`src/rtl/gpio_edge_pkg.sv`:
```
package gpio_edge_pkg;
  localparam int BUS_AW = 2;

  typedef enum logic [BUS_AW-1:0] {
    SEL_DATA = 2'd0,
    SEL_EDGE = 2'd1,
    SEL_DIR  = 2'd2,
    SEL_NONE = 2'd3
  } reg_sel_e;
endpackage

```
`src/rtl/gpio_sync.sv`:
```
module gpio_sync #(
  parameter int WIDTH  = 8,
  parameter int STAGES = 2
) (
  input  logic             clk,
  input  logic             rst,
  input  logic [WIDTH-1:0] d,
  output logic [WIDTH-1:0] q
);
  logic [WIDTH-1:0] stg [STAGES];

  always_ff @(posedge clk) begin
    if (rst) begin
      for (int s = 0; s < STAGES; s++) stg[s] <= '0;
    end else begin
      stg[0] <= d;
      for (int s = 1; s < STAGES; s++) stg[s] <= stg[s-1];
    end
  end

  assign q = stg[STAGES-1];
endmodule

```
`src/rtl/gpio_regs.sv`:
```
module gpio_regs
  import gpio_edge_pkg::*;
#(
  parameter int WIDTH = 8
) (
  input  logic              clk,
  input  logic              rst,
  input  logic [BUS_AW-1:0] addr,
  input  logic              wr,
  input  logic              rd,
  input  logic [WIDTH-1:0]  wdata,
  input  logic [WIDTH-1:0]  pin_sync,
  output logic [WIDTH-1:0]  data_q,
  output logic [WIDTH-1:0]  edge_q,
  output logic [WIDTH-1:0]  dir_q,
  output logic [WIDTH-1:0]  rdata
);
  reg_sel_e         sel;
  logic [WIDTH-1:0] rd_mux;

  assign sel = reg_sel_e'(addr);

  always_ff @(posedge clk) begin
    if (rst) begin
      data_q <= '0;
      edge_q <= '0;
      dir_q  <= '0;
    end else if (wr) begin
      case (sel)
        SEL_DATA: data_q <= wdata;
        SEL_EDGE: edge_q <= wdata;
        SEL_DIR:  dir_q  <= wdata;
        default:  ;
      endcase
    end
  end

  always_comb begin
    case (sel)
      SEL_DATA: rd_mux = (data_q & dir_q) | (pin_sync & ~dir_q);
      SEL_EDGE: rd_mux = edge_q;
      SEL_DIR:  rd_mux = dir_q;
      default:  rd_mux = '0;
    endcase
  end

  always_ff @(posedge clk) begin
    if (rst) rdata <= '0;
    else     rdata <= rd ? rd_mux : '0;
  end
endmodule

```
`src/rtl/gpio_edge_det.sv`:
```
module gpio_edge_det #(
  parameter int WIDTH = 8
) (
  input  logic             clk,
  input  logic             rst,
  input  logic [WIDTH-1:0] level,
  input  logic [WIDTH-1:0] edge_sel,
  output logic [WIDTH-1:0] irq
);
  for (genvar i = 0; i < WIDTH; i++) begin : g_line
    logic comb_lvl;
    logic prev_lvl;

    assign comb_lvl = level[i] ^ edge_sel[i];

    always_ff @(posedge clk) begin
      if (rst) begin
        prev_lvl <= 1'b0;
        irq[i]   <= 1'b0;
      end else begin
        prev_lvl <= comb_lvl;
        irq[i]   <= prev_lvl & ~comb_lvl;
      end
    end
  end
endmodule

```
`src/rtl/gpio_edge_port.sv`:
```
module gpio_edge_port
  import gpio_edge_pkg::*;
#(
  parameter int WIDTH       = 8,
  parameter int SYNC_STAGES = 2
) (
  input  logic              clk,
  input  logic              rst,
  input  logic [BUS_AW-1:0] bus_addr,
  input  logic              bus_wr,
  input  logic              bus_rd,
  input  logic [WIDTH-1:0]  bus_wdata,
  output logic [WIDTH-1:0]  bus_rdata,
  input  logic [WIDTH-1:0]  pin_in,
  output logic [WIDTH-1:0]  pin_out,
  output logic [WIDTH-1:0]  pin_oe,
  output logic [WIDTH-1:0]  irq_pulse
);
  logic [WIDTH-1:0] pin_sync;
  logic [WIDTH-1:0] edge_q;

  gpio_sync #(.WIDTH(WIDTH), .STAGES(SYNC_STAGES)) u_sync (
    .clk (clk),
    .rst (rst),
    .d   (pin_in),
    .q   (pin_sync)
  );

  gpio_regs #(.WIDTH(WIDTH)) u_regs (
    .clk      (clk),
    .rst      (rst),
    .addr     (bus_addr),
    .wr       (bus_wr),
    .rd       (bus_rd),
    .wdata    (bus_wdata),
    .pin_sync (pin_sync),
    .data_q   (pin_out),
    .edge_q   (edge_q),
    .dir_q    (pin_oe),
    .rdata    (bus_rdata)
  );

  gpio_edge_det #(.WIDTH(WIDTH)) u_det (
    .clk      (clk),
    .rst      (rst),
    .level    (pin_sync),
    .edge_sel (edge_q),
    .irq      (irq_pulse)
  );
endmodule

```
`config.mk`:
```
export PLATFORM = sky130hd
export DESIGN_NAME = gpio_edge_port
export DESIGN_NICKNAME = d
export VERILOG_FILES = /design/src/rtl/gpio_edge_pkg.sv /design/src/rtl/gpio_sync.sv /design/src/rtl/gpio_regs.sv /design/src/rtl/gpio_edge_det.sv /design/src/rtl/gpio_edge_port.sv
export SDC_FILE = /design/constraint.sdc
export NUM_CORES = 1
export LEC_CHECK = 0
export ABC_AREA = 1
export ABC_CLOCK_PERIOD_IN_PS = 1820
export CAP_MARGIN = 20
export CELL_PAD_IN_SITES_DETAIL_PLACEMENT = 1
export CELL_PAD_IN_SITES_GLOBAL_PLACEMENT = 1
export CORE_UTILIZATION = 39
export DETAILED_ROUTE_END_ITERATION = 7
export PLACE_DENSITY_LB_ADDON = 0.1
export SLEW_MARGIN = 20
export SYNTH_ARGS = -nofsm -noshare
export SYNTH_HDL_FRONTEND = slang
export SYNTH_SLANG_ARGS = --single-unit
```
`constraint.sdc`:
```
create_clock -name clk -period 1.82 [get_ports clk]
set_input_delay 0.182 -clock clk [delete_from_list [all_inputs] [get_ports clk]]
set_output_delay 0.182 -clock clk [all_outputs]
set_load 0.05 [all_outputs]
```
Word-level counts from Yosys, hierarchy flattened
Memory sizes are Yosys's and may differ from the RTL's.
Cells that the tools add are included.

cells by class
  $add $sub $neg = 0
  multiply operators = 0
  shift-type cells = 0
  div/mod/pow operators = 0
  multiplexer cells = 6
  reductions and logical operators = 5
  bitwise logic cells = 31
  eq/ne operators = 2
  magnitude comparators = 0

operator list
  kind                  number
  $pmux W8 S3           1
  $and A8 B8 Y8         2
  $mux W8               2
  $not A1 Y1            9
  $and A1 B1 Y1         8
  $not A8 Y8            1
  $or A8 B8 Y8          1
  $xor A1 B1 Y1         8
  $reduce_and A2 Y1     3
  $mux W1               3
  $eq A2 B1 Y1 const B  1
  $eq A2 B2 Y1 const B  1
  $logic_not A2 Y1      1
  $or A1 B1 Y1          2
  $reduce_or A2 Y1      1

storage, ports and cells
  logic and storage cells = 65
  RAM bits = 16
  latch bits = 0
  register bits = 48
  memories = 1
  output and inout bits = 32
  memory bits (read-only) = 0

memories
  name        depth  width  read ports  clocked after memory_dff  wr ports  line             RTL
  u_sync.stg  2      8      2           0                         2         gpio_sync.sv:10  logic [WIDTH-1:0] stg [STAGES];

Logic depth before layout (Yosys ltp)
Gate-level depths: netlist of the first run.

  depth after elaboration = 4
  gate-level depth with buffers = 7
  mapped depth without buffers = 6

Cells and area by module
From an unflattened synthesis of the first run, not the netlist that was laid out.

second synthesis, totals
  cells, all modules = 369
  area total of the unflattened synthesis = 2681.3 µm²

modules (own cells, without submodules)
  module         area an instance (µm²)  seq. area each (µm²)  cells an instance  times used
  gpio_regs      1481.4                  640.6                 205                1
  gpio_edge_det  665.6                   320.3                 106                1
  gpio_sync      534.3                   320.3                 58                 1

Least setup slack after synthesis of the first run
No wires, ideal clock.

  kind = reg2reg
  start point = register u_regs.dir_q[0]
  end point = register u_regs.rdata[0]
  clock period less this slack = 1.083 ns
  cell stages (with the launch flop) = 6
  arrival time = 0.962 ns
  library setup time = 0.121 ns
  data required time = 1.699 ns
  path slack = 0.737 ns
  cell sequence = dfxtp_1 nand2_1 nand2_1 nor2_1 nor2_1 nor2_1

on the way
  word-level cells in the longest chain between the ends = 4

ends and longest elaborated chain
  what                      line             RTL
  start: declaration        gpio_regs.sv:15  output logic [WIDTH-1:0] dir_q,
  start signal: assignment  gpio_regs.sv:32  SEL_DIR: dir_q <= wdata;
  $not A8 Y8                gpio_regs.sv:40  SEL_DATA: rd_mux = (data_q & dir_q) | (pin_sync & ~dir_q);
  $and A8 B8 Y8             gpio_regs.sv:40
  $or A8 B8 Y8              gpio_regs.sv:40
  $pmux W8 S3 (*)           gpio_regs.sv:39  case (sel)
  end signal: assignment    gpio_regs.sv:49  else rdata <= rd ? rd_mux : '0;
  end: declaration          gpio_regs.sv:16  output logic [WIDTH-1:0] rdata

Mark *: on every way between the ends. The rest lies on a longest branch, timed or not.
A chain may end at the register's enable or synchronous reset.

Worst setup path after layout of the first run
  start point = register u_regs.dir_q[1]
  end point = output port pin_oe[1]

RTL lines
  what              line                  RTL
  end: declaration  gpio_edge_port.sv:16  output logic [WIDTH-1:0] pin_oe,

No word-level cell between the ends.

==> key figures, run 1 <==
Routing
  • Antenna Nets Post-Route: 0
  • Routed WL per cell: 13.6 um
  • Post-route DRC: 0
  • Routed wire length: approximately 6000 um
  • Vias per cell: 4.87
  • Vias: 2152
  • DRT Pass-1 Iters: 4
  • Top sig layer: met4
  • Iter 0 DRT Violations: 112
  • M1 WL: 2860 um
  • Met3 Wirelength: 253 um
  • Met2 routed WL: 2850 um

Synth
  • Synth area leader: dfxtp_1
  • Compound-cell area share of the yosys netlist: 0.0494
  • Synth Instances: 305
  • Sequential share of the synthesized area: 0.527
  • Syn avg cell area: 7.97 sq um
  • Yosys warns: 0
  • Xor/xnor cell area share of the yosys netlist: 0.0288
  • Ranking of synthesized cells by area: dfxtp_1 (53%), nor2_1 (11%), nand2_1 (7.7%)
  • Cell variety after synth: 21
  • Largest family of logic cells by synthesized area: simple AND/OR/NAND/NOR gates
  • Net Count, Synth: 327
  • Post-Synth Adder-Cell Area: 0
  • Yosys top cell area share: 0.527
  • Synth Area in Simple Gates: 0.299
  • #FFs+latches synth: 64
  • Syn Std Cell Area: 0.00243 sq mm
  • Mux contribution to synthesized area: 0

Setup path
  • Stages on worst setup path: 1
  • Critical Path AT: between 1.5 and 2 ns
  • Buf+Inv Stages, Crit Path: 1
  • Startpoint types: register
  • Worst setup EP type: primary output
  • Reg2reg path depth: 5
  • Critical-path maximum fanout: 5
  • Worst Setup Path Type: reg2out
  • CP delay by family, top: buffers and inverters
  • Critical-path cell with the highest stage delay: clkdlybuf4s50_1
  • Max stage delay on crit path: 0.84 ns
  • Worst-path cell chain: clkdlybuf4s50_1
  • Critical path required time: 1.64 ns

Global route
  • GRT Overall Usage: 0.206
  • Largest net degree at the start of global routing: 36
  • Vias in the first global route: 2023
  • GRT overflow: 0
  • Global-route wire length before repair: 9850 um
  • Initial antenna violation count: 0

Timing
  • F_max: approximately 570 MHz
  • Clk_skew: 0.00675 ns
  • Setup tns final: 0 ns
  • Setup-failing EPs final: 0
  • Slew Limit Fails: 0
  • Unrepaired setup endpoints after global routing: false
  • Final Hold Fails: 0
  • Final Cycle Share: 0.971
  • Max_slew headroom: 0.660
  • Post-route minimum period: 1.77 ns
  • Least-Margin Pin Slew: 0.510 ns

Finish
  • Ant. Diodes: 0
  • Layout Area Growth over Synthesis: 34.0%
  • FF/Latch Area: 0.00128 sq mm
  • Final Cell Area: about 0.0033 sq mm
  • Share of cells above drive strength 1: 0.0845
  • Total Nets Final: approximately 380
  • Final Util: 0.547
  • # fillers: 737
  • Area of the multi-input gates: about 920 sq um

CTS
  • CTS max path bufs: 2
  • Total CTS buffers: 9
  • Worst skew pair latency: around 0.34 ns
  • CTS tree: yes
  • Worst-path clk slew: about 0.07 ns
  • H-tree levels: 3
  • Clk sinks: 64
  • Root Driver: clkbuf_8

Pwr
  • Peak supply drop: 0.465 mV
  • PwrDens: 1020 mW/mm^2
  • Pleak: 1.42 nW

Floorplan
  • Die footprint: 0.00655 sq mm
  • Core area: 0.00596 sq mm
  • Top Ports: 54
  • Row count: 28
  • Initial Utilization: 0.408
  • Die height: 80.9 um
  • Width of the die: 80.9 um

Hold path
  • Hold Crit Depth: 3
  • Hold Crit Class: in2reg

Place
  • Number of buffers inserted by port buffering: 53
  • DP Area: 0.00300 sq mm
  • GP Congestion: 0.780
  • Post-DP HPWL: 4040 um

Job
  • Max cap viols: 0

Status
  • Run status: complete, no violations
## worst paths after layout
check / from / slack, ns / end
setup reg to reg: u_regs.dir_q[1]$_SDFFE_PP0P_ / 0.97 / u_regs.rdata[1]$_SDFF_PP0_
hold / removal: pin_in[6] / 0.35 / u_sync.stg[0][6]$_SDFF_PP0_
setup / recovery: u_regs.dir_q[1]$_SDFFE_PP0P_ / 0.05 / pin_oe[1]
hold reg to reg: u_sync.stg[0][5]$_SDFF_PP0_ / 0.41 / u_sync.stg[0][13]$_SDFF_PP0_
## flip-flops by register name, indices dropped and copies added, names as in the netlist
signal                 cells
u_sync.stg                16
u_regs.dir_q               8
u_regs.rdata               8
u_det.irq                  8
u_regs.edge_q              8
u_regs.data_q              8
u_det.g_line.prev_lvl      8
## cell type report
cell class	instances	area share
inverter	31	0.0388
clock buffer	9	0.0380
multi-input combinational	196	0.281
clock inverter	7	0.0369
tap	75	0.0288
timing repair buffer	60	0.183
sequential	64	0.393
## placed cells by master (no fill, tap or decap), drive strengths merged
cell            n
nor2           73
dfxtp          64
nand2          51
clkdlybuf4s50  48
inv            30
nand3          19
a21oi          16
nand4          15
clkbuf          9
o21ai           8
buf             7
xor2            6
and2            6
dlymetal6s2s    5
clkinv          4
bufinv          3
xnor2           2
clkinvlp        1
## repair_timing
| action | 4_1_cts | 5_1_grt |
|---|---|---|
| hold buffers | 0 | 0 |
| setup endpoints to repair | 0 | 5 |
| resized for setup | 0 | 5 |
| setup buffers | 0 | 0 |
## cells by family (layout without fill, tap and decap cells)
| logic type | after synthesis | count (layout) |
|---|---|---|
| AO/OA/AOI/OAI | 24 | 24 |
| buffers and inverters | 45 | 107 |
| XOR/XNOR | 8 | 8 |
| AND/OR/NAND/NOR | 164 | 164 |
| flip-flops | 64 | 64 |
## cells in the mapped netlist
| cell | number |
|---|---|
| buf_4 | 4 |
| inv_2 | 1 |
| o21ai_0 | 8 |
| clkbuf_1 | 4 |
| clkinv_4 | 1 |
| dfxtp_1 | 64 |
| nand4_1 | 15 |
| a21oi_1 | 16 |
| and2_1 | 6 |
| nand3_1 | 17 |
| buf_2 | 1 |
| buf_6 | 5 |
| xor2_1 | 6 |
| inv_4 | 2 |
| nand2_4 | 1 |
| inv_1 | 27 |
| nor2_1 | 72 |
| xnor2_1 | 2 |
| nand2_1 | 50 |
| nor2_8 | 1 |
| nand3_2 | 2 |
## per-stage QoR
stage	std cells	hold slack [ns]	setup slack (ns)	power, mW
detailed placement	426	0.400	0.259	1.88
global route	442	0.349	0.0118	3.47
CTS	442	0.339	0.0295	3.35
finish	442	0.347	0.0519	3.33
floorplan	305	0.289	0.737	1.74
global placement	426	0.391	0.240	1.87
## power by group
part / switching [mW] / internal [mW]
clock: 0.570 / 0.911
combinational: 0.224 / 0.136
sequential: 0.0338 / 1.45
total: 0.827 / 2.50
## metal layers
| metal | GRT usage | up-vias |
|---|---|---|
| met2 | 0.329 | 53 |
| li1 | - | 1071 |
| met3 | 0.0652 | 6 |
| met5 | 0 | - |
| met1 | 0.265 | 1022 |
| met4 | 0.0589 | 0 |
(Power assumes the default switching activity.)
==> run 2, diff against run 1 <==
--- a/config.mk
+++ b/config.mk
@@ -7,11 +7,11 @@
 export LEC_CHECK = 0
 export ABC_AREA = 1
 export ABC_CLOCK_PERIOD_IN_PS = 1820
-export CAP_MARGIN = 20
 export CELL_PAD_IN_SITES_DETAIL_PLACEMENT = 1
 export CELL_PAD_IN_SITES_GLOBAL_PLACEMENT = 1
 export CORE_UTILIZATION = 39
 export DETAILED_ROUTE_END_ITERATION = 7
+export GPL_TIMING_DRIVEN = 0
 export PLACE_DENSITY_LB_ADDON = 0.1
 export SLEW_MARGIN = 20
 export SYNTH_ARGS = -nofsm -noshare
==> key figures, run 2 (synthesis results as in run 1) <==
Status
  • Run status: complete, no violations

Setup path
  • Worst-path cell chain: clkdlybuf4s50_1
  • Critical Path AT: 1.58 ns (about the same)
  • Worst Setup Path Type: reg2out
  • Critical path required time: 1.64 ns (about the same)
  • CP delay by family, top: buffers and inverters
  • Worst setup EP type: primary output
  • Startpoint types: register
  • Critical-path cell with the highest stage delay: clkdlybuf4s50_1
  • Critical-path maximum fanout: 5 (unchanged)
  • Max stage delay on crit path: 0.83 ns (about the same)
  • Buf+Inv Stages, Crit Path: 1 (unchanged)

Finish
  • Total Nets Final: 387 (+0.78%)
  • Layout Area Growth over Synthesis: 32.5%
  • Share of cells above drive strength 1: 0.0865 (+0.00202)
  • Largest register by flop count: u_sync.stg
  • Commonest non-fill, non-tap cell in the layout: nor2_1
  • Ant. Diodes: 0 (unchanged)
  • Most frequent cells in the layout: nor2_1 (72), dfxtp_1 (64), nand2_1 (50), clkdlybuf4s50_1 (45), inv_1 (27)
  • Max reg flops: 16 (unchanged)
  • Final Cell Area: 0.00322 sq mm (-1.2%)

Routing
  • Iter 0 DRT Violations: 73 (-35%)
  • Routed WL per cell: 14.4 um (+5.3%)
  • Vias: 2133 (-0.88%)
  • DRT Pass-1 Iters: 4 (unchanged)
  • Post-route DRC: 0 (unchanged)
  • Antenna Nets Post-Route: 0 (unchanged)
  • Routed wire length: 6400 um (+6.1%)
  • Vias per cell: 4.79 (-1.6%)

Pwr
  • PwrDens: 959 mW/mm^2 (-6.1%)
  • Total power: 3.09 mW (-7.2%)
  • Pleak: 1.38 nW (-2.7%)
  • Peak supply drop: 0.573 mV (+23%)

Place
  • GP Congestion: 0.839 (+7.6%)
  • Number of buffers inserted by port buffering: 49 (-7.5%)
  • Post-DP HPWL: 4400 um (+9.0%)
  • DP Area: 0.00301 sq mm (+0.46%)

Floorplan
  • Top Ports: 54 (unchanged)
  • Width of the die: 80.9 um (unchanged)
  • Die height: 80.9 um (unchanged)
  • Core area: 0.00596 sq mm (unchanged)
  • Die footprint: 0.00655 sq mm (unchanged)
  • Row count: 28 (unchanged)
  • Initial Utilization: 0.408 (unchanged)

Timing
  • Setup tns final: 0 ns (unchanged)
  • Setup-failing EPs final: 0 (unchanged)
  • Max_slew headroom: 0.641 (-0.0182)
  • Slew Limit Fails: 0 (unchanged)
  • F_max: 569 MHz (+0.53%)
  • Clk_skew: 0.00772 ns (+0.000973 ns)
  • Unrepaired setup endpoints after global routing: false
  • Final Hold Fails: 0 (unchanged)
  • Post-route minimum period: 1.76 ns (-0.00934 ns)
  • Final Cycle Share: 0.966 (-0.00513)
  • Least-Margin Pin Slew: 0.540 ns (+0.0303 ns)

CTS
  • CTS tree: yes
  • Worst-path clk slew: 0.07 ns (about the same)
  • H-tree levels: 3 (unchanged)
  • Total CTS buffers: 9 (unchanged)
  • Root Driver: clkbuf_8
  • CTS max path bufs: 2 (unchanged)
  • Clk sinks: 64 (unchanged)
  • Worst skew pair latency: 0.34 ns (about the same)

Job
  • Max cap viols: 0 (unchanged)

Global route
  • Largest net degree at the start of global routing: 11 (-69%)
  • Global-route wire length before repair: 10300 um (+4.8%)
  • GRT overflow: 0 (unchanged)
  • Vias in the first global route: 2091 (+3.4%)
  • Initial antenna violation count: 0 (unchanged)
  • GRT Overall Usage: 0.216 (+0.0109)

Hold path
  • Hold Crit Class: in2reg
## run 2: changes by cell type in the layout (fill, tap and decap cells not counted), sizes merged
cell,before,now
dlygate4sd2,0,1
clkbuf,9,17
clkinvlp,1,0
clkinv,4,3
clkdlybuf4s50,48,45
bufinv,3,1
dlymetal6s2s,5,3
buf,7,10
## run 2: timing repair
action	4_1_cts	5_1_grt
gates resized for setup	1	3
hold buffers	0	0
buffers inserted	0	0
endpoints found under the setup margin	1	3
## run 2: final timing paths
kind / endpoint / slack [ns] / cells after the start / startpoint
max: pin_oe[3] / 0.06 / 1 / u_regs.dir_q[3]$_SDFFE_PP0P_
min: u_regs.edge_q[2]$_SDFFE_PP0P_ / 0.05 / 2 / rst
max reg2reg: u_regs.rdata[1]$_SDFF_PP0_ / 0.96 / 5 / u_regs.dir_q[1]$_SDFFE_PP0P_
min reg2reg: u_sync.stg[0][8]$_SDFF_PP0_ / 0.40 / 2 / u_sync.stg[0][0]$_SDFF_PP0_
## run 2: power breakdown
group | leakage (nW) | internal, mW | total (mW) | switching [mW]
logic | 0.752 | 0.137 | 0.368 | 0.231
registers | 0.523 | 1.45 | 1.49 | 0.0324
clock network | 0.103 | 0.704 | 1.23 | 0.530
total | 1.38 | 2.29 | 3.09 | 0.793
## run 2: cell type report
class | count | area [sq um]
Multi-Input combinational cell | 196 | 916
Sequential cell | 64 | 1280
Inverter | 31 | 126
Tap cell | 75 | 93.8
Timing Repair Buffer | 49 | 497
Fill cell | 748 | 2740
Clock inverter | 3 | 40.0
Buffer | 14 | 106
Clock buffer | 13 | 159
## run 2: through the flow
step                setup WS [ns]  std cells  hold slack, ns   util
floorplan                   0.737        305           0.289      -
global placement            0.413        429           0.392  0.506
detailed placement          0.392        429           0.398  0.506
CTS                        0.0200        445          0.0336  0.539
global route              0.00143        445          0.0501  0.541
finish                     0.0612        445          0.0474  0.541
## run 2: per-layer routing
layer | track usage | wire length (um) | vias to the layer above
li1 | - | - | 1080
met1 | 0.270 | 2920 | 985
met4 | 0.123 | 179 | 0
met3 | 0.0416 | 237 | 16
met5 | 0 | 0 | -
met2 | 0.348 | 3060 | 52
==> run 3, diff against run 2 <==
--- a/config.mk
+++ b/config.mk
@@ -13,7 +13,6 @@
 export DETAILED_ROUTE_END_ITERATION = 7
 export GPL_TIMING_DRIVEN = 0
 export PLACE_DENSITY_LB_ADDON = 0.1
-export SLEW_MARGIN = 20
 export SYNTH_ARGS = -nofsm -noshare
 export SYNTH_HDL_FRONTEND = slang
 export SYNTH_SLANG_ARGS = --single-unit
==> results of run 3 <==
No change in the layout: final DEF, timing and power equal those of run 2.
